## src/rtl/sprdma_pkg.sv

```systemverilog
package sprdma_pkg;

   // Phase of the current processor cycle; the encoding is visible on cpu_phase.
   typedef enum logic {
      PH_READ  = 1'b0,
      PH_WRITE = 1'b1
   } phase_e;

   function automatic phase_e phase_next(input phase_e cur);
      return (cur == PH_READ) ? PH_WRITE : PH_READ;
   endfunction

endpackage

```

## src/rtl/sprdma_phase.sv

```systemverilog
module sprdma_phase
   import sprdma_pkg::*;
#(
   parameter phase_e START_PHASE = PH_READ
) (
   input  logic   clk,
   input  logic   rst,
   output phase_e phase
);

   phase_e phase_q;

   always_ff @(posedge clk) begin
      if (rst) phase_q <= START_PHASE;
      else     phase_q <= phase_next(phase_q);
   end

   assign phase = phase_q;

   AST_PHASE_TOGGLES: assert property (@(posedge clk) disable iff (rst)
      !$past(rst) |-> (phase_q != $past(phase_q)));

endmodule

```

## src/rtl/sprdma_trigger.sv

```systemverilog
module sprdma_trigger #(
   parameter int unsigned ADDR_W    = 16,
   parameter int unsigned DATA_W    = 8,
   parameter int unsigned PAGE_W    = 8,
   parameter int unsigned DEC_W     = 16,
   parameter int unsigned TRIG_ADDR = 'h4014
) (
   input  logic              clk,
   input  logic              rst,
   input  logic              wr_en,
   input  logic [ADDR_W-1:0] wr_addr,
   input  logic [DATA_W-1:0] wr_data,
   input  logic              busy_q,
   output logic              start,
   output logic [PAGE_W-1:0] page
);

   localparam logic [ADDR_W-1:0] TRIG_A = ADDR_W'(TRIG_ADDR);

   logic              hit;
   logic [PAGE_W-1:0] page_q;

   generate
      if (DEC_W >= ADDR_W) begin : g_full_decode
         assign hit = (wr_addr == TRIG_A);
      end else begin : g_partial_decode
         assign hit = (wr_addr[DEC_W-1:0] == TRIG_A[DEC_W-1:0]);
      end
   endgenerate

   assign start = wr_en && hit && !busy_q;

   always_ff @(posedge clk) begin
      if (rst)        page_q <= '0;
      else if (start) page_q <= wr_data[PAGE_W-1:0];
   end

   assign page = page_q;

   AST_PAGE_HELD: assert property (@(posedge clk) disable iff (rst)
      (busy_q && $past(busy_q) && !$past(rst)) |-> $stable(page_q));

endmodule

```

## src/rtl/sprdma_seq.sv

```systemverilog
module sprdma_seq
   import sprdma_pkg::*;
#(
   parameter int unsigned ADDR_W = 16,
   parameter int unsigned DATA_W = 8,
   parameter int unsigned CNT_W  = 8,
   parameter int unsigned PAGE_W = 8
) (
   input  logic              clk,
   input  logic              rst,
   input  logic              start,
   input  phase_e            phase,
   input  logic [PAGE_W-1:0] page,
   input  logic              bus_gnt,
   input  logic [DATA_W-1:0] rd_data,
   output logic              busy_q,
   output logic              rd_strobe,
   output logic [ADDR_W-1:0] rd_addr,
   output logic              spr_wr_en,
   output logic [DATA_W-1:0] spr_wr_data
);

   logic              run_q;
   logic              have_q;
   logic [CNT_W-1:0]  idx_q;
   logic [DATA_W-1:0] byte_q;
   logic              rd_fire;
   logic              wr_fire;

   assign rd_fire = run_q && (phase == PH_READ) && bus_gnt && !have_q;
   assign wr_fire = run_q && (phase == PH_WRITE) && have_q;

   always_ff @(posedge clk) begin
      if (rst) begin
         run_q  <= 1'b0;
         have_q <= 1'b0;
         idx_q  <= '0;
         byte_q <= '0;
      end else begin
         if (start) begin
            run_q  <= 1'b1;
            have_q <= 1'b0;
            idx_q  <= '0;
         end
         if (rd_fire) begin
            byte_q <= rd_data;
            have_q <= 1'b1;
         end
         if (wr_fire) begin
            have_q <= 1'b0;
            idx_q  <= idx_q + CNT_W'(1);
            if (idx_q == {CNT_W{1'b1}}) run_q <= 1'b0;
         end
      end
   end

   assign busy_q      = run_q;
   assign rd_strobe   = rd_fire;
   assign rd_addr     = {page, idx_q};
   assign spr_wr_en   = wr_fire;
   assign spr_wr_data = byte_q;

   AST_WR_AFTER_RD: assert property (@(posedge clk) disable iff (rst)
      wr_fire |-> $past(rd_fire));

   AST_RD_THEN_WR: assert property (@(posedge clk) disable iff (rst)
      rd_fire |=> wr_fire);

   AST_END_ON_WRITE: assert property (@(posedge clk) disable iff (rst)
      ($fell(run_q) && !$past(rst)) |-> $past(wr_fire));

endmodule

```

## src/rtl/sprdma_engine.sv

```systemverilog
module sprdma_engine
   import sprdma_pkg::*;
#(
   parameter int unsigned ADDR_W      = 16,
   parameter int unsigned DATA_W      = 8,
   parameter int unsigned CNT_W       = 8,
   parameter int unsigned DEC_W       = 16,
   parameter int unsigned TRIG_ADDR   = 'h4014,
   parameter phase_e      START_PHASE = PH_READ
) (
   input  logic              clk,
   input  logic              rst,
   input  logic              cpu_wr_en,
   input  logic [ADDR_W-1:0] cpu_wr_addr,
   input  logic [DATA_W-1:0] cpu_wr_data,
   output logic              dma_busy,
   output logic              cpu_halt,
   output logic              cpu_phase,
   output logic              bus_req,
   input  logic              bus_gnt,
   output logic [ADDR_W-1:0] rd_addr,
   output logic              rd_strobe,
   input  logic [DATA_W-1:0] rd_data,
   output logic              spr_wr_en,
   output logic [DATA_W-1:0] spr_wr_data
);

   localparam int unsigned PAGE_W = ADDR_W - CNT_W;

   generate
      if (CNT_W < 1 || CNT_W >= ADDR_W) begin : g_bad_cnt
         $error("CNT_W must lie between 1 and ADDR_W-1");
      end
      if (PAGE_W > DATA_W) begin : g_bad_page
         $error("page number must fit in one data word");
      end
      if (DEC_W < 1 || DEC_W > ADDR_W) begin : g_bad_dec
         $error("DEC_W must lie between 1 and ADDR_W");
      end
      if (ADDR_W < 32 && TRIG_ADDR >= (32'd1 << ADDR_W)) begin : g_bad_trig
         $error("TRIG_ADDR does not fit in ADDR_W bits");
      end
   endgenerate

   phase_e            phase;
   logic              start;
   logic              busy_q;
   logic [PAGE_W-1:0] page;

   sprdma_phase #(
      .START_PHASE(START_PHASE)
   ) u_phase (
      .clk  (clk),
      .rst  (rst),
      .phase(phase)
   );

   sprdma_trigger #(
      .ADDR_W   (ADDR_W),
      .DATA_W   (DATA_W),
      .PAGE_W   (PAGE_W),
      .DEC_W    (DEC_W),
      .TRIG_ADDR(TRIG_ADDR)
   ) u_trigger (
      .clk    (clk),
      .rst    (rst),
      .wr_en  (cpu_wr_en),
      .wr_addr(cpu_wr_addr),
      .wr_data(cpu_wr_data),
      .busy_q (busy_q),
      .start  (start),
      .page   (page)
   );

   sprdma_seq #(
      .ADDR_W(ADDR_W),
      .DATA_W(DATA_W),
      .CNT_W (CNT_W),
      .PAGE_W(PAGE_W)
   ) u_seq (
      .clk        (clk),
      .rst        (rst),
      .start      (start),
      .phase      (phase),
      .page       (page),
      .bus_gnt    (bus_gnt),
      .rd_data    (rd_data),
      .busy_q     (busy_q),
      .rd_strobe  (rd_strobe),
      .rd_addr    (rd_addr),
      .spr_wr_en  (spr_wr_en),
      .spr_wr_data(spr_wr_data)
   );

   assign dma_busy  = busy_q | start;
   assign cpu_halt  = busy_q;
   assign bus_req   = busy_q;
   assign cpu_phase = phase;

   AST_HALT_FOLLOWS_TRIGGER: assert property (@(posedge clk) disable iff (rst)
      start |=> cpu_halt);

   AST_RESET_STATE: assert property (@(posedge clk) disable iff (rst)
      $fell(rst) |-> (!cpu_halt && (phase == START_PHASE)));

endmodule

```

## config.mk

```make
export PLATFORM = sky130hd
export DESIGN_NAME = sprdma_engine
export DESIGN_NICKNAME = d
export VERILOG_FILES = /design/src/rtl/sprdma_pkg.sv /design/src/rtl/sprdma_phase.sv /design/src/rtl/sprdma_trigger.sv /design/src/rtl/sprdma_seq.sv /design/src/rtl/sprdma_engine.sv
export SDC_FILE = /design/constraint.sdc
export NUM_CORES = 1
export LEC_CHECK = 0
export BUFFER_PORTS_ARGS = -buffer_cell sky130_fd_sc_hd__buf_4
export CAP_MARGIN = 10
export CORE_ASPECT_RATIO = 0.6
export CORE_MARGIN = 5
export CORE_UTILIZATION = 44
export DETAILED_ROUTE_END_ITERATION = 10
export PLACE_DENSITY = 0.79
export SKIP_LAST_GASP = 1
export SYNTH_ARGS = -nofsm -noshare
export SYNTH_HDL_FRONTEND = slang
export SYNTH_SLANG_ARGS = --single-unit
```

## constraint.sdc

```tcl
create_clock -name clk -period 1.75 [get_ports clk]
set_input_delay 0.175 -clock clk [delete_from_list [all_inputs] [get_ports clk]]
set_output_delay 0.175 -clock clk [all_outputs]
set_load 0.01 [all_outputs]
```

Word-level counts from Yosys, hierarchy flattened
Index checks and enable logic that the tools add are counted.
- input port bits: 36
- output and inout port bits: 30
- memories: 0
- bits in registers: 27
- memory bits (read-only): 0
- logic and storage cells: 31
- bits in latches: 0
- memory bits (writable): 0
- add/subtract/negate cells: 1
- equal/unequal tests: 2
- shift operators: 0
- bitwise operators: 2
- multiply operators: 0
- reduce and logical (&&, ||, !) cells: 12
- muxes and demuxes: 8
- div/mod/pow operators: 0
- $lt $le $gt $ge: 0
- operators with widths (kind ; number):
    16-bit by 15-bit equality test with 1-bit output, second input constant ; 1
    8-bit 2-to-1 mux ; 2
    8-bit by 1-bit adder with 8-bit output, second input constant ; 1
    8-bit equality test, second input constant ; 1
    1-bit logical AND ; 7
    1-bit 2-to-1 mux ; 6
    2-bit nonzero test ; 2
    1-bit logical NOT ; 2
    2-bit OR reduction ; 1
    1-bit inverter ; 1
    1-bit OR ; 1

Longest topological paths before layout
- word-level depth: 6
- mapped depth: 5
- gate-level depth less buffers: 5

By module
A second synthesis with hierarchy kept.
- cells, all modules: 140
- area, all modules: 1316.3 um^2
- modules (own cells, without submodules) (module ; instances ; cells an instance ; area each (um^2) ; sequential area each (um^2)):
    sprdma_seq ; 1 ; 93 ; 845.8 ; 360.3
    sprdma_trigger ; 1 ; 43 ; 432.9 ; 160.2
    sprdma_phase ; 1 ; 2 ; 23.8 ; 20.0
    sprdma_engine ; 1 ; 2 ; 13.8 ; 0.0

Worst setup path before layout
Ideal clock, no wire load.
- path type: register to register
- start point: register u_seq.run_q (netlist: u_seq.busy_q)
- end point: register u_seq.idx_q[5]
- path buffers: 0
- stages on the path, launching flop included: 4
- arrival: 1264 ps
- setup slack: 412 ps
- setup time: 74 ps
- required time: 1676 ps
- clock period less this slack: 1338 ps
- cell sequence: dfxtp_1 -> nand3_2 -> or4_1 -> a31oi_1
- longest elaborated chain between the ends: 3
- elaborated cells on any way between the ends: 6
- those cells by class: 1 x mux; 5 x reduce/logical
- ends and longest elaborated chain (what ; line ; source):
    start: declaration ; sprdma_seq.sv:23 ; logic run_q;
    start signal: assignment ; sprdma_seq.sv:35 ; run_q <= 1'b0;
    start signal: assignment ; sprdma_seq.sv:41 ; run_q <= 1'b1;
    start signal: assignment ; sprdma_seq.sv:52 ; if (idx_q == {CNT_W{1'b1}}) run_q <= 1'b0;
    1-bit logical AND or 1-bit logical NOT (tied branches) ; sprdma_seq.sv:31, sprdma_trigger.sv:31 ;
    1-bit logical AND, on equally long branches ; sprdma_seq.sv:31, sprdma_trigger.sv:31 ;
    8-bit 2-to-1 mux or 2-bit nonzero test (tied branches) ; n/a ;
    end signal: assignment ; sprdma_seq.sv:51 ; idx_q <= idx_q + CNT_W'(1);
    end: declaration ; sprdma_seq.sv:25 ; logic [CNT_W-1:0] idx_q;
Parallel ways exist; a longest one is shown, timed or not.
A chain may end at the register's enable or synchronous reset.

Final worst setup path
- start point: register u_seq.run_q (netlist: u_seq.busy_q)
- end point: register u_seq.idx_q[4]
Same word-level chain as after synthesis.

==> impl_metrics.toml <==
[grt]
grt_start_max_net_pins = 28
grt_first_pass_wirelength_um = 6009
first_global_vias = 1302
overflow = 0
antenna_found_initial = 0
grt_use_total_pct = 18.88

[floorplanning]
dieArea_sq_um = 4079
start_util_pct = 44.89
core_sq_um = 2815
io_pins = 66
placement_rows = 15
die_w_um = 79.19
die_y_um = 51.51

[status]
status = "finished, final reports clean"

[power_and_ir_drop]
pwr-share-comb_pct = 9.0
p_per_area_nw_per_um2 = 582.6
pwr-share-clk_pct = 33.0
power.leakage_uw = 0.0007416
ir_drop_mv = 0.2613
p_int_uw = 839.8
switching_share_pct = 21.09
p_seq_share_pct = 58.0
power_switching_uw = 224.5

[logic_synthesis]
synth_fp_nets = 182
synth_compound_area_share_pct = 17.33
synthAdderAreaFrac_pct = 0.9901
ys_types = 37
synth.area.mux_share_pct = 0
synth_area_per_cell_sq_um = 8.715
synth_xor_area_share_pct = 2.079
synth_async_sr_flop_share_pct = 0
synth_warnings = 0
yosys_register_bits = 27
synth_edf_count = 0
synth_top_flop_cell = "dfxtp_1"
netlist_area_sq_um = 1264
synth_top_family_by_area = "simple AND/OR/NAND/NOR gates"
seq_area_frac_synth_pct = 42.77
synth_cells = 145
synth-simple-area-share_pct = 31.78

[placed_design]
dp.cells = 239
placed_area_sq_um = 1779
io_buffers = 65
routabilityCongestion = 0.8603
dp.final_hpwl_um = 2954

[worst_hold_path]
holdCritPathClass = "in -> reg"
min_path_cells = 3

[cells_and_area]
nNetsFinal = 247
final_common_cell = "buf_4"
post-route-util_pct = 64.89
area_delta_synth_final_pct = 44.55
mostFrequentLayoutCells = "70 x buf_4, 27 x dfxtp_1, 21 x nand2_1, 20 x a21oi_1, 9 x o21ai_0"
fin_cells = 243
drive_above_1_share_pct = 37.80
design_area_sq_um = 1827
diodes = 0

[routing]
ant_nets = 0
drtIter0Drc = 123
met2_wirelength_um = 1809
drt-vias-per-instance = 5.626
vias = 1367
m1WireLength_um = 1561
first_pass_iters = 4
routed_wl_um = 3734
maxUsedRoutingLayer = "met4"
avgRoutedWirePerCell_um = 15.37
drc = 0
dr_wl_met3_um = 349

[timing]
fin_crit_ps = 1521
fin_skew_ps = 4.227
fmax_ghz = 0.6573
max_slew_margin_pct = 77.49
tightest_slew_ps = 332.9
whs_ps = 148.9
finalHoldViolCount = 0
finalMaxSlewViolations = 0
rsz0062_at_grt = "false"
setup-tns-final_ps = 0
timing.final.crit_share_pct = 86.94
finalSetupViolCount = 0

[clocking]
cts_made_buffers = 3
ctsHoldBuffers = 0
cts_setup_buffers = 0
clock_latency_ps = 270
clk_pin_slew_ps = 90
clkSinkCount = 27
cts_max_level = 1
cts-root-buf = "clkbuf_8"
cts_tree = "yes"
cts.path.max_buffers = 2
ctsResizeCount = 0

[setup_path]
rrSetupSlack_ps = 230
cp_max_fo = 10
endpoint_kind = "register"
crit_type = "reg -> reg"
r2r_cells = 5
required_ps = 1960
arrival_ps = 1730
cp-start-kind = "register"

[flow_run]
maxCapViolCount = 0
-- layout make-up --
type | count | area (sq um)
Timing Repair Buffer | 70 | 525.5
Clock buffer | 4 | 45.04
Tap cell | 34 | 42.54
Multi-Input combinational cell | 105 | 661.9
Fill cell | 237 | 988.4
Inverter | 3 | 11.26
Sequential cell | 27 | 540.5
-- routing by layer --
metal / up-vias / global-route usage, %
met5: - / 0
li1: 661 / -
met1: 632 / 22.70
met2: 71 / 33.38
met3: 3 / 5.709
met4: 0 / 4.571
-- critical path, cell delays in order, from the launching register on --
cell,delay (ps)
dfxtp_1,450
nand3_2,250
inv_2,200
nand4_1,170
or2_0,250
a21oi_1,130
-- cells in the mapped netlist (all sizes together) (2+ instances only) --
master | number | area, sq um
dfxtp | 27 | 540.5
nand2 | 22 | 82.58
a21oi | 20 | 100.1
o21ai | 9 | 45.04
nand4b | 8 | 70.07
o211ai | 6 | 45.04
buf | 5 | 33.78
clkbuf | 5 | 18.77
nand4 | 5 | 31.28
nor2 | 5 | 18.77
nand3 | 4 | 25.02
nor4b | 4 | 71.32
xor2 | 3 | 26.28
a31oi | 2 | 12.51
inv | 2 | 7.500
nand3b | 2 | 15.01
nor3 | 2 | 10.01
-- power by group through the flow --
| stage | clock [uW] | sequential [uW] | combinational, uW |
|---|---|---|---|
| after CTS | 362 | 617 | 96.0 |
| after global routing | 385 | 618 | 104 |
| after detailed placement | 0 | 632 | 95.8 |
| after floorplan | 0 | 632 | 21.9 |
| after global placement | 0 | 631 | 91.8 |
| final | 351 | 617 | 95.8 |
-- state kept, by name (all words and copies together), names as in the netlist --
signal,cells
u_seq.idx_q,8
u_seq.spr_wr_data,8
u_trigger.page,8
u_phase.phase,1
u_seq.busy_q,1
u_seq.have_q,1
-- cell families (layout without fill, tap and decap cells) --
kind of cell    after synthesis  count (layout)
buf+inv                      13              77
flops                        27              27
simple gates                 62              62
fa+ha+maj                     1               1
compound gates               39              39
xor+xnor                      3               3
-- worst paths after layout --
check | to | start
hold / removal | u_seq.spr_wr_data[7]$_SDFFE_PP0P_ | rd_data[7]
hold reg to reg | u_seq.spr_wr_data[2]$_SDFFE_PP0P_ | u_seq.spr_wr_data[2]$_SDFFE_PP0P_
setup / recovery | u_seq.idx_q[4]$_SDFFE_PP0P_ | u_seq.busy_q$_SDFF_PP0_
setup reg to reg | u_seq.idx_q[4]$_SDFFE_PP0P_ | u_seq.busy_q$_SDFF_PP0_
-- per-stage QoR --
step / power (uW) / worst slack, ps
4_1_cts: 1075 / 186.3
5_1_grt: 1107 / 80.00
3_3_place_gp: 723.2 / 256.9
6_report: 1064 / 228.6
3_5_place_dp: 727.5 / 204.7
2_1_floorplan: 654.1 / 412.1
Power figures use the tool's default switching activity.
